## src/rtl/rjr_pkg.sv

```systemverilog
`timescale 1ns/1ps
package rjr_pkg;

    localparam int BYTE_W   = 8;
    localparam int WORD_W   = 2 * BYTE_W;
    localparam int BLK_W    = 2 * WORD_W;
    localparam int NUM_SBOX = 2;

    typedef enum logic [1:0] {
        PH_IDLE = 2'd0,
        PH_KEY  = 2'd1,
        PH_SUB0 = 2'd2,
        PH_SUB1 = 2'd3
    } phase_e;

    // multiply by x modulo x^8+x^4+x^3+x+1
    function automatic logic [7:0] gf_dbl(input logic [7:0] a);
        return {a[6:0], 1'b0} ^ (a[7] ? 8'h1b : 8'h00);
    endfunction

    function automatic logic [7:0] gf_mul(input logic [7:0] a, input logic [7:0] b);
        logic [7:0] acc;
        logic [7:0] sh;
        acc = 8'h00;
        sh  = a;
        for (int i = 0; i < 8; i++) begin
            if (b[i]) acc = acc ^ sh;
            sh = gf_dbl(sh);
        end
        return acc;
    endfunction

    // a^254 is the inverse for a != 0 and gives 0 for a == 0
    function automatic logic [7:0] gf_inv(input logic [7:0] a);
        logic [7:0] pw;
        logic [7:0] acc;
        pw  = gf_mul(a, a);
        acc = pw;
        for (int i = 0; i < 6; i++) begin
            pw  = gf_mul(pw, pw);
            acc = gf_mul(acc, pw);
        end
        return acc;
    endfunction

    function automatic logic [7:0] rotl8(input logic [7:0] v, input int n);
        logic [15:0] dbl;
        dbl = {v, v} << n;
        return dbl[15:8];
    endfunction

    function automatic logic [7:0] sbox_affine(input logic [7:0] x);
        return x ^ rotl8(x, 1) ^ rotl8(x, 2) ^ rotl8(x, 3) ^ rotl8(x, 4) ^ 8'h63;
    endfunction

endpackage

```

## src/rtl/rjr_sbox.sv

```systemverilog
`timescale 1ns/1ps
module rjr_sbox
    import rjr_pkg::*;
(
    input  logic [BYTE_W-1:0] a,
    output logic [BYTE_W-1:0] y
);

    logic [BYTE_W-1:0] inv_w;

    always_comb begin
        inv_w = gf_inv(a);
        y     = sbox_affine(inv_w);
    end

endmodule

```

## src/rtl/rjr_loader.sv

```systemverilog
`timescale 1ns/1ps
module rjr_loader #(
    parameter int BLK_W   = 32,
    parameter int CHUNK_W = 16
) (
    input  logic               clk,
    input  logic               rst_n,
    input  logic               we,
    input  logic [CHUNK_W-1:0] data,
    output logic [BLK_W-1:0]   text,
    output logic [BLK_W-1:0]   key
);

    localparam int TOT    = 2 * BLK_W;
    localparam int NCHUNK = TOT / CHUNK_W;
    localparam int CW     = (NCHUNK > 1) ? $clog2(NCHUNK) : 1;

    typedef struct packed {
        logic [CW-1:0]  idx;
        logic [TOT-1:0] opnd;
    } ld_s;

    ld_s ld_d, ld_q;

    always_comb begin
        ld_d = ld_q;
        if (we) begin
            for (int i = 0; i < NCHUNK; i++) begin
                if (ld_q.idx == CW'(i)) begin
                    ld_d.opnd[TOT-1-i*CHUNK_W -: CHUNK_W] = data;
                end
            end
            ld_d.idx = (ld_q.idx == CW'(NCHUNK - 1)) ? '0 : ld_q.idx + CW'(1);
        end
    end

    always_ff @(posedge clk or negedge rst_n) begin
        if (!rst_n) ld_q <= '0;
        else        ld_q <= ld_d;
    end

    assign text = ld_q.opnd[TOT-1 -: BLK_W];
    assign key  = ld_q.opnd[BLK_W-1:0];

endmodule

```

## src/rtl/rjr_keystep.sv

```systemverilog
`timescale 1ns/1ps
module rjr_keystep
    import rjr_pkg::*;
(
    input  logic [BLK_W-1:0]  prev,
    input  logic [WORD_W-1:0] subrot,
    input  logic [BYTE_W-1:0] rc,
    output logic [BLK_W-1:0]  next
);

    logic [WORD_W-1:0] w0_n;
    logic [WORD_W-1:0] w1_n;

    always_comb begin
        w0_n = prev[BLK_W-1 -: WORD_W] ^ subrot ^ {{BYTE_W{1'b0}}, rc};
        w1_n = prev[WORD_W-1:0] ^ w0_n;
        next = {w0_n, w1_n};
    end

endmodule

```

## src/rtl/rjr_mixer.sv

```systemverilog
`timescale 1ns/1ps
module rjr_mixer
    import rjr_pkg::*;
(
    input  logic [WORD_W-1:0] sw0,
    input  logic [WORD_W-1:0] sw1,
    input  logic [BLK_W-1:0]  rkey,
    input  logic              last,
    output logic [BLK_W-1:0]  result
);

    logic [BYTE_W-1:0] c0a, c0b, c1a, c1b;
    logic [BYTE_W-1:0] m0a, m0b, m1a, m1b;
    logic [BLK_W-1:0]  pre;

    always_comb begin
        // row 0 stays, row 1 bytes trade columns
        c0a = sw0[15:8];
        c0b = sw1[7:0];
        c1a = sw1[15:8];
        c1b = sw0[7:0];
        // (a,b) -> (3a^2b, 2a^3b)
        m0a = gf_dbl(c0a) ^ c0a ^ gf_dbl(c0b);
        m0b = gf_dbl(c0a) ^ gf_dbl(c0b) ^ c0b;
        m1a = gf_dbl(c1a) ^ c1a ^ gf_dbl(c1b);
        m1b = gf_dbl(c1a) ^ gf_dbl(c1b) ^ c1b;
        if (last) pre = {c0a, c0b, c1a, c1b};
        else      pre = {m0a, m0b, m1a, m1b};
        result = pre ^ rkey;
    end

endmodule

```

## src/rtl/rjr_core.sv

```systemverilog
`timescale 1ns/1ps
module rjr_core
    import rjr_pkg::*;
#(
    parameter int          NUM_ROUNDS = 10,
    parameter int          CHUNK_W    = 16,
    parameter logic [7:0]  RC_FIRST   = 8'h02
) (
    input  logic               clk,
    input  logic               rst_n,
    input  logic               ld_we,
    input  logic [CHUNK_W-1:0] ld_data,
    input  logic               start,
    output logic               done,
    output logic [BLK_W-1:0]   cipher
);

    localparam int RW = $clog2(NUM_ROUNDS + 1);

    typedef struct packed {
        phase_e            phase;
        logic [RW-1:0]     round;
        logic [BYTE_W-1:0] rc;
        logic [BLK_W-1:0]  state;
        logic [BLK_W-1:0]  rkey;
        logic [WORD_W-1:0] sub0;
        logic              done;
        logic [BLK_W-1:0]  cipher;
    } core_s;

    core_s r_d, r_q;

    logic [BLK_W-1:0] text_w, key_w;
    logic [NUM_SBOX-1:0][BYTE_W-1:0] sb_in, sb_out;
    logic [WORD_W-1:0] sub_pair;
    logic [BLK_W-1:0]  key_nxt;
    logic [BLK_W-1:0]  round_out;
    logic              last_round;
    logic              busy;
    logic [RW-1:0]     round_now;

    rjr_loader #(
        .BLK_W   (BLK_W),
        .CHUNK_W (CHUNK_W)
    ) u_loader (
        .clk   (clk),
        .rst_n (rst_n),
        .we    (ld_we),
        .data  (ld_data),
        .text  (text_w),
        .key   (key_w)
    );

    // the two substitution units are time-shared by phase
    always_comb begin
        sb_in = '0;
        case (r_q.phase)
            PH_KEY: begin
                sb_in[0] = r_q.rkey[7:0];
                sb_in[1] = r_q.rkey[15:8];
            end
            PH_SUB0: begin
                sb_in[0] = r_q.state[31:24];
                sb_in[1] = r_q.state[23:16];
            end
            PH_SUB1: begin
                sb_in[0] = r_q.state[15:8];
                sb_in[1] = r_q.state[7:0];
            end
            default: sb_in = '0;
        endcase
    end

    generate
        for (genvar g = 0; g < NUM_SBOX; g++) begin : g_sbox
            rjr_sbox u_sbox (
                .a (sb_in[g]),
                .y (sb_out[g])
            );
        end
    endgenerate

    assign sub_pair   = {sb_out[0], sb_out[1]};
    assign last_round = (r_q.round == RW'(NUM_ROUNDS));

    rjr_keystep u_keystep (
        .prev   (r_q.rkey),
        .subrot (sub_pair),
        .rc     (r_q.rc),
        .next   (key_nxt)
    );

    rjr_mixer u_mixer (
        .sw0    (r_q.sub0),
        .sw1    (sub_pair),
        .rkey   (r_q.rkey),
        .last   (last_round),
        .result (round_out)
    );

    always_comb begin
        r_d      = r_q;
        r_d.done = 1'b0;
        case (r_q.phase)
            PH_IDLE: begin
                if (start) begin
                    r_d.phase = PH_KEY;
                    r_d.round = RW'(1);
                    r_d.rc    = RC_FIRST;
                    r_d.state = text_w ^ key_w;
                    r_d.rkey  = key_w;
                end
            end
            PH_KEY: begin
                r_d.rkey  = key_nxt;
                r_d.rc    = gf_dbl(r_q.rc);
                r_d.phase = PH_SUB0;
            end
            PH_SUB0: begin
                r_d.sub0  = sub_pair;
                r_d.phase = PH_SUB1;
            end
            PH_SUB1: begin
                r_d.state = round_out;
                if (last_round) begin
                    r_d.phase  = PH_IDLE;
                    r_d.done   = 1'b1;
                    r_d.cipher = round_out;
                end else begin
                    r_d.round = r_q.round + RW'(1);
                    r_d.phase = PH_KEY;
                end
            end
            default: r_d.phase = PH_IDLE;
        endcase
    end

    always_ff @(posedge clk or negedge rst_n) begin
        if (!rst_n) r_q <= '0;
        else        r_q <= r_d;
    end

    assign done      = r_q.done;
    assign cipher    = r_q.cipher;
    assign busy      = (r_q.phase != PH_IDLE);
    assign round_now = r_q.round;

endmodule

```

## config.mk

```make
export PLATFORM = sky130hd
export DESIGN_NAME = rjr_core
export DESIGN_NICKNAME = d
export VERILOG_FILES = /design/src/rtl/rjr_pkg.sv /design/src/rtl/rjr_sbox.sv /design/src/rtl/rjr_loader.sv /design/src/rtl/rjr_keystep.sv /design/src/rtl/rjr_mixer.sv /design/src/rtl/rjr_core.sv
export SDC_FILE = /design/constraint.sdc
export NUM_CORES = 2
export LEC_CHECK = 0
export BUFFER_PORTS_ARGS = -buffer_cell sky130_fd_sc_hd__buf_4
export CORE_MARGIN = 2
export CORE_UTILIZATION = 60
export CTS_BUF_LIST = sky130_fd_sc_hd__clkbuf_2
export CTS_CLUSTER_SIZE = 20
export DETAILED_ROUTE_END_ITERATION = 6
export PLACE_DENSITY = 0.76
export RECOVER_POWER = 50
export REMOVE_ABC_BUFFERS = 1
export SLEW_MARGIN = 20
export SYNTH_ARGS = -nofsm -noshare
export SYNTH_HDL_FRONTEND = slang
export SYNTH_SLANG_ARGS = --single-unit
```

## constraint.sdc

```tcl
create_clock -name clk -period 21.8 [get_ports clk]
set_input_delay 3.27 -clock clk [delete_from_list [all_inputs] [get_ports clk]]
set_output_delay 3.27 -clock clk [all_outputs]
set_load 0.01 [all_outputs]
```

---- Word-level counts from Yosys, hierarchy flattened ----
Index checks and enable logic that the tools add are counted.
storage, ports and cells
  flip-flop bits (word level) ............. 193
  input port bits ......................... 20
cells by class
  $add $sub $neg .......................... 2
  eq/ne operators ......................... 9
  mux-type cells .......................... 394
  bitwise logic cells ..................... 378
  reduce and logical (&&, ||, !) cells .... 12
operators with widths
  operator             number
  $xor 8x8->8          369
  $mux 8               208
  $mux 5               173
  $pmux 32 s2          2
  $mux 78              1
  $mux 33              2
  $xor 32x32->32       2
  $pmux 16 s3          1
  $mux 32              1
  $xor 16x16->16       2
  $pmux 8 s2           1
  $xor 16x8->16        1
  $xor 8x5->8          2
  $reduce_and 2->1     7
  $eq 2x2->1 const B   4
  $not 4->4            2
  $pmux 2 s4           1
  $pmux 4 s2           1
  $add 4x1->4 const B  1
  $eq 2x1->1 const B   2
  $eq 4x4->1 const B   1
  $logic_not 2->1      2
  $mux 4               1
  $ne 2x2->1 const B   2
  other kinds (5)      6

---- Depth between registers and ports, before layout ----
  depth in word-level cells ............... 141
  gate-level depth with buffers ........... 79
  mapped depth without buffers ............ 64

---- By module ----
Synthesis repeated with hierarchy kept, for this count alone.
unflattened totals
  cells, all modules ...................... 4,803
  area, all modules ....................... 41,235.8 µm²
by module, submodules not included
  module       times used  cells each  area each (µm²)  seq. area each (µm²)
  rjr_sbox     2           1,942       15,220.8         0.0
  rjr_core     1           554         6,267.3          3,178.0
  rjr_loader   1           213         3,254.4          1,651.6
  rjr_mixer    1           104         852.1            0.0
  rjr_keystep  1           48          420.4            0.0

---- Worst setup path before layout ----
Ideal clock, no wire load.
  path type ............................... reg-to-reg
  from .................................... register r_q[125] (netlist name)
  to ...................................... register r_q[54] (netlist name)
  setup time .............................. 137 ps
  arrival ................................. 19,040 ps
  data required time ...................... 21,663 ps
  path slack .............................. 2,623 ps
  cell stages (with the launch flop) ...... 77
  period minus slack after synthesis ...... 19,177 ps
  cell sequence ........................... dfrtp_1 inv_1 ha_1 buf_1 clkbuf_1 buf_1 clkbuf_1 clkbuf_1 clkbuf_1 buf_1 clkbuf_1 nor2_1 ha_1 nor2_1 o311a_1 a311o_1 a211o_1 and2_1 [41 not listed] o2111ai_1 and3_1 buf_2 a2111oi_1 mux2i_1 or4b_1 xnor2_1 mux2i_1 xor2_1 nand2b_1 xnor2_2 xnor3_2 xnor2_1 xnor2_1 xnor2_1 nand3_1 o211ai_1 a21oi_1
between the ends
  longest elaborated chain between the ends .. 135
RTL lines
  what                                      RTL line                         RTL
  start, declared                           rjr_core.sv:31                   core_s r_d, r_q;
  start signal, assigned                    rjr_core.sv:140                  else r_q <= r_d;
  $eq 2x2->1 or $eq 2x1->1 (tied branches)  rjr_core.sv:57, rjr_core.sv:104
  $pmux 16 s3                               rjr_core.sv:57                   case (r_q.phase)
  $mux 5, or another cell as far along      rjr_pkg.sv:18                    return {a[6:0], 1'b0} ^ (a[7] ? 8'h1b : 8'h00);
  $xor 8x8->8, on equally long branches     rjr_pkg.sv:18, rjr_pkg.sv:27
  $xor 8x8->8 or $mux 8 (tied branches)     rjr_pkg.sv:27                    if (b[i]) acc = acc ^ sh;
  $mux 8 or $xor 8x8->8 (tied branches)     rjr_pkg.sv:27
  $xor 8x8->8 or $mux 8 (tied branches)     rjr_pkg.sv:27
  $mux 8 or $xor 8x8->8 (tied branches)     rjr_pkg.sv:27
  [116 not listed]                          -
  $xor 8x8->8                               rjr_pkg.sv:27
  $mux 8                                    rjr_pkg.sv:27
  $xor 8x8->8 (4 in a row)                  rjr_pkg.sv:53                    return x ^ rotl8(x, 1) ^ rotl8(x, 2) ^ rotl8(x, 3) ^ rotl8(x, 4) ^ 8'h63;
  $not 4->4 (no line)                       -
  $xor 16x16->16                            rjr_keystep.sv:15                w0_n = prev[BLK_W-1 -: WORD_W] ^ subrot ^ {{BYTE_W{1'b0}}, rc};
  $xor 16x8->16                             rjr_keystep.sv:15
  $xor 16x16->16                            rjr_keystep.sv:16                w1_n = prev[WORD_W-1:0] ^ w0_n;
  $pmux 32 s2                               rjr_core.sv:104                  case (r_q.phase)
Several ways; a longest one is shown, not always the timed one.
A chain may end at the register's enable or synchronous reset.

---- Worst setup path in the final report ----
  from .................................... register r_q[126] (netlist name)
  to ...................................... register r_q[56] (netlist name)
between the ends
  longest elaborated chain between the ends .. 134
RTL lines
  what                                      RTL line
  $eq 2x2->1 or $eq 2x1->1 (tied branches)  rjr_core.sv:57, rjr_core.sv:104
  $pmux 16 s3                               rjr_core.sv:57
  $mux 5                                    rjr_pkg.sv:18
  $xor 8x8->8                               rjr_pkg.sv:18
  $xor 8x8->8                               rjr_pkg.sv:27
  $mux 8                                    rjr_pkg.sv:27
  $xor 8x8->8                               rjr_pkg.sv:27
  $mux 8                                    rjr_pkg.sv:27
  [115 not listed]                          -
  $mux 8                                    rjr_pkg.sv:27
  $xor 8x8->8                               rjr_pkg.sv:27
  $mux 8                                    rjr_pkg.sv:27
  $xor 8x8->8 (4 in a row)                  rjr_pkg.sv:53
  $xor 16x16->16                            rjr_keystep.sv:15
  $xor 16x8->16                             rjr_keystep.sv:15
  $xor 16x16->16                            rjr_keystep.sv:16
  $pmux 32 s2                               rjr_core.sv:104
Several ways; a longest one is shown, not always the timed one.

==> qor.log <==
qor: synthesis.synthesis.instances 5135
qor: grt.track_usage 0.321
qor: clock_tree.cts_tree done
qor: layout.drive_above_1_share 0.110
qor: clock_tree.clock-sinks 193
qor: synthesis.yosysUniqueCellTypes 110
qor: layout.non_filler_instance_count_after_layout 5842
qor: timing.fin_worst_skew 0.0377 ns
qor: timing.final_layout_setup_total_negative_slack 0 ns
qor: timing.count_of_endpoints_failing_setup_in_the_final_report 0
qor: clock_tree.cts.path.max_buffers 2
qor: synthesis.syn_area_cell 7.84 sq um
qor: floorplanning.start_util 0.609
qor: place.number_of_port_buffers 52
qor: synthesis.synth.yosys.seq_area_share 0.120
qor: routing.wl_per_cell 19.6 um
qor: synthesis.synth_edf_count 0
qor: timing.final_min_period_over_clock_period 0.933
qor: grt.globalRouteOverflowTotal 0
qor: timing.hold_viol 0
qor: timing.timing.fmax 49.2 MHz
qor: setup_path.reg2reg_slack 1.47 ns
qor: outcome.outcome complete, but fails checks
qor: layout.syn2layout_area_growth 3.46%
qor: floorplanning.site_row_count 94
qor: synthesis.post_synthesis_async_set_or_reset_flop_share 1.00
qor: setup_path.critPathArrivalTime 20.99 ns
qor: setup_path.critPathCaptureType register
qor: floorplanning.die_height 263 um
qor: timing.worst_margin_slew 3.87 ns
qor: timing.slew_viol_final 278
qor: layout.filler_cell_count 5858
qor: floorplanning.number_of_primary_i_o_pins 53
qor: setup_path.regToRegStartpoint r_q[126]
qor: setup_path.timing.rr.end r_q[56]
qor: routing.detailed_route_wl 114000 um
qor: place.hpwl 81700 um
qor: routing.drt_first_pass_iters 7
qor: clock_tree.clk_pin_slew_worst_paths 0.26 ns
qor: setup_path.worstPathMaxFanout 43
qor: outcome.violations DRC, capacitance limit, slew limit
qor: setup_path.worst_path_largest_cell_delay 0.80 ns
qor: setup_path.worstSetupPathType reg2reg
qor: grt.pin_count_of_the_biggest_net_entering_global_routing 124
qor: hold_path.timing.hold.worst.start cipher[19]
qor: synthesis.yosysMostFrequentCell sky130_fd_sc_hd__xnor2_1
qor: timing.fin_crit 20.33 ns
qor: layout.stdcell_area 41600 sq um
qor: routing.drc_errors 4
qor: routing.route.vias.total 37300
qor: timing.timing.slew.headroom -1.58
qor: grt.antenna_found_initial 5
qor: clock_tree.cts_max_level 4
qor: setup_path.critPathRequiredTime 22.46 ns
qor: hold_path.holdPathEnd cipher[19]
qor: clock_tree.tritoncts.num_buffers 17
qor: synthesis.synthTopCellsByArea sky130_fd_sc_hd__xnor2_1 (19%), sky130_fd_sc_hd__dfrtp_1 (12%), sky130_fd_sc_hd__xnor3_1 (8.3%), sky130_fd_sc_hd__xor2_1 (5.7%), sky130_fd_sc_hd__nor2_1 (5.4%)
qor: clock_tree.worstSkewPairLatency 0.76 ns
qor: routing.detailedRoute.firstIterationViolations 4548
qor: setup_path.setup.worst_path.start_class register
qor: timing.final.hold.worst_slack 0.516 ns
qor: floorplanning.floorplan.die_area 69200 sq um
qor: place.dp.cells 5811
qor: synthesis.dominant_register_cell_in_the_synthesized_netlist sky130_fd_sc_hd__dfrtp_1
qor: setup_path.critical-path-slowest-cell sky130_fd_sc_hd__a2111oi_1
qor: place.post_dp_cell_area 41400 sq um
qor: clock_tree.cts_resized 0
qor: synthesis.synthesis.area 40200 sq um
qor: hold_path.hold_path_class reg2reg
qor: setup_path.path_common_cell sky130_fd_sc_hd__xnor2_1
qor: timing.unrepaired_setup_endpoints_after_global_routing no
qor: routing.route.detailed.vias_per_inst 6.38
qor: floorplanning.fp.dieW 263 um
qor: synthesis.ys_warn_count 0
qor: setup_path.timing.reg2reg.worst_path_depth 64
qor: clock_tree.cts-root-buf sky130_fd_sc_hd__clkbuf_2
qor: synthesis.synthDominantAreaCellType sky130_fd_sc_hd__xnor2_1
qor: synthesis.synthTopCellsByCount sky130_fd_sc_hd__xnor2_1 (892), sky130_fd_sc_hd__nor2_1 (581), sky130_fd_sc_hd__nand2_1 (529), sky130_fd_sc_hd__a21oi_1 (283), sky130_fd_sc_hd__xor2_1 (263)
qor: synthesis.netlist.area_leader.share 0.194
qor: grt.vias_in_the_first_global_route 34700
qor: place.globalplace.congestion 0.962
qor: synthesis.ys_seq_elements 193
qor: clock_tree.cts.hold.buffers_added 0
qor: clock_tree.number_of_buffers_inserted_to_repair_setup_after_cts 0
qor: routing.drtAntennaViolNets 0
qor: hold_path.min_path_cells 2
qor: layout.num-nets-final 5011
qor: grt.wire_length_of_the_first_global_routing_pass 186000 um
qor: flow_run.max-cap-violations 5
qor: floorplanning.core-area 66100 sq um
## cell usage in the layout (no fill, tap or decap), drive strengths merged, types with 37 or more instances in the layout
| cell | n |
|---|---|
| xnor2 | 954 |
| nor2 | 588 |
| nand2 | 529 |
| a21oi | 286 |
| xor2 | 281 |
| o21ai | 270 |
| buf | 208 |
| dfrtp | 193 |
| xnor3 | 162 |
| nor3 | 144 |
| nand3 | 140 |
| mux2i | 139 |
| mux2 | 109 |
| o22ai | 76 |
| a211oi | 55 |
| inv | 54 |
| a31oi | 51 |
| o211ai | 50 |
| a22oi | 47 |
| and2 | 44 |
| nand2b | 39 |
| nor2b | 37 |
| o221ai | 37 |
## stage by stage
step / utilization / worst slack (ns)
after CTS: 0.630 / 1.10
after floorplan: - / -0.467
after global placement: 0.626 / 1.47
final: 0.630 / 1.47
after detailed placement: 0.626 / 1.21
after global routing: 0.630 / 0.116
## worst max path at each step
stage                   from  endpoint  slack [ns]  cells past startpoint
floorplan           r_q[126]   r_q[63]       -0.47                     53
global placement    r_q[125]   r_q[85]        1.47                     63
detailed placement  r_q[125]   r_q[86]        1.21                     63
CTS                 r_q[125]   r_q[86]        1.10                     63
global route        r_q[126]   r_q[56]        0.12                     64
finish              r_q[126]   r_q[56]        1.47                     64
## routing by layer
layer	GRT usage	routed length (um)	vias to the layer above
met5	0	51	-
met4	0.0928	3260	8
met3	0.0382	8780	283
met2	0.546	54400	1694
met1	0.429	47900	17700
li1	-	-	17500
## state kept, by name, summed over array words and instances (netlist names)
signal	flops
cipher	32
u_loader.key	32
r_q	90
u_loader.ld_q	2
u_loader.text	32
done	1
round_now	4
## logic make-up after synthesis
group,count (synthesis),share of synthesized area
and+or+nand+nor,1662,0.183
xor gates and xnor gates,1414,0.390
AOI/OAI and AO/OA,1128,0.183
DFF,193,0.120
adders and majority gates,24,0.00746
muxes,248,0.0655
buffers and inverters,466,0.0507
## final cells by class
type,instances,area [sq um],share of cell area
Clock inverter,10,115,0.00276
Multi-Input combinational cell,4476,33700,0.809
Antenna cell,1,2.50,0.0000601
Timing Repair Buffer,215,1590,0.0381
Sequential cell,193,4830,0.116
Clock buffer,19,95.1,0.00228
Tap cell,864,1080,0.0260
Inverter,64,240,0.00577
## critical path: cells and delay by family, from the launching register on
| family | cells | cell delay, ns |
|---|---|---|
| adders and majority gates | 4 | 1.70 |
| xor gates and xnor gates | 17 | 5.36 |
| DFF | 1 | 0.50 |
| and+or+nand+nor | 11 | 3.45 |
| AOI/OAI and AO/OA | 20 | 6.36 |
| buffers and inverters | 7 | 1.50 |
| muxes | 5 | 1.33 |
Power is left out: the tool's default activity adds up to more than one toggle a clock period on the data nets, which glitch-free logic cannot reach.
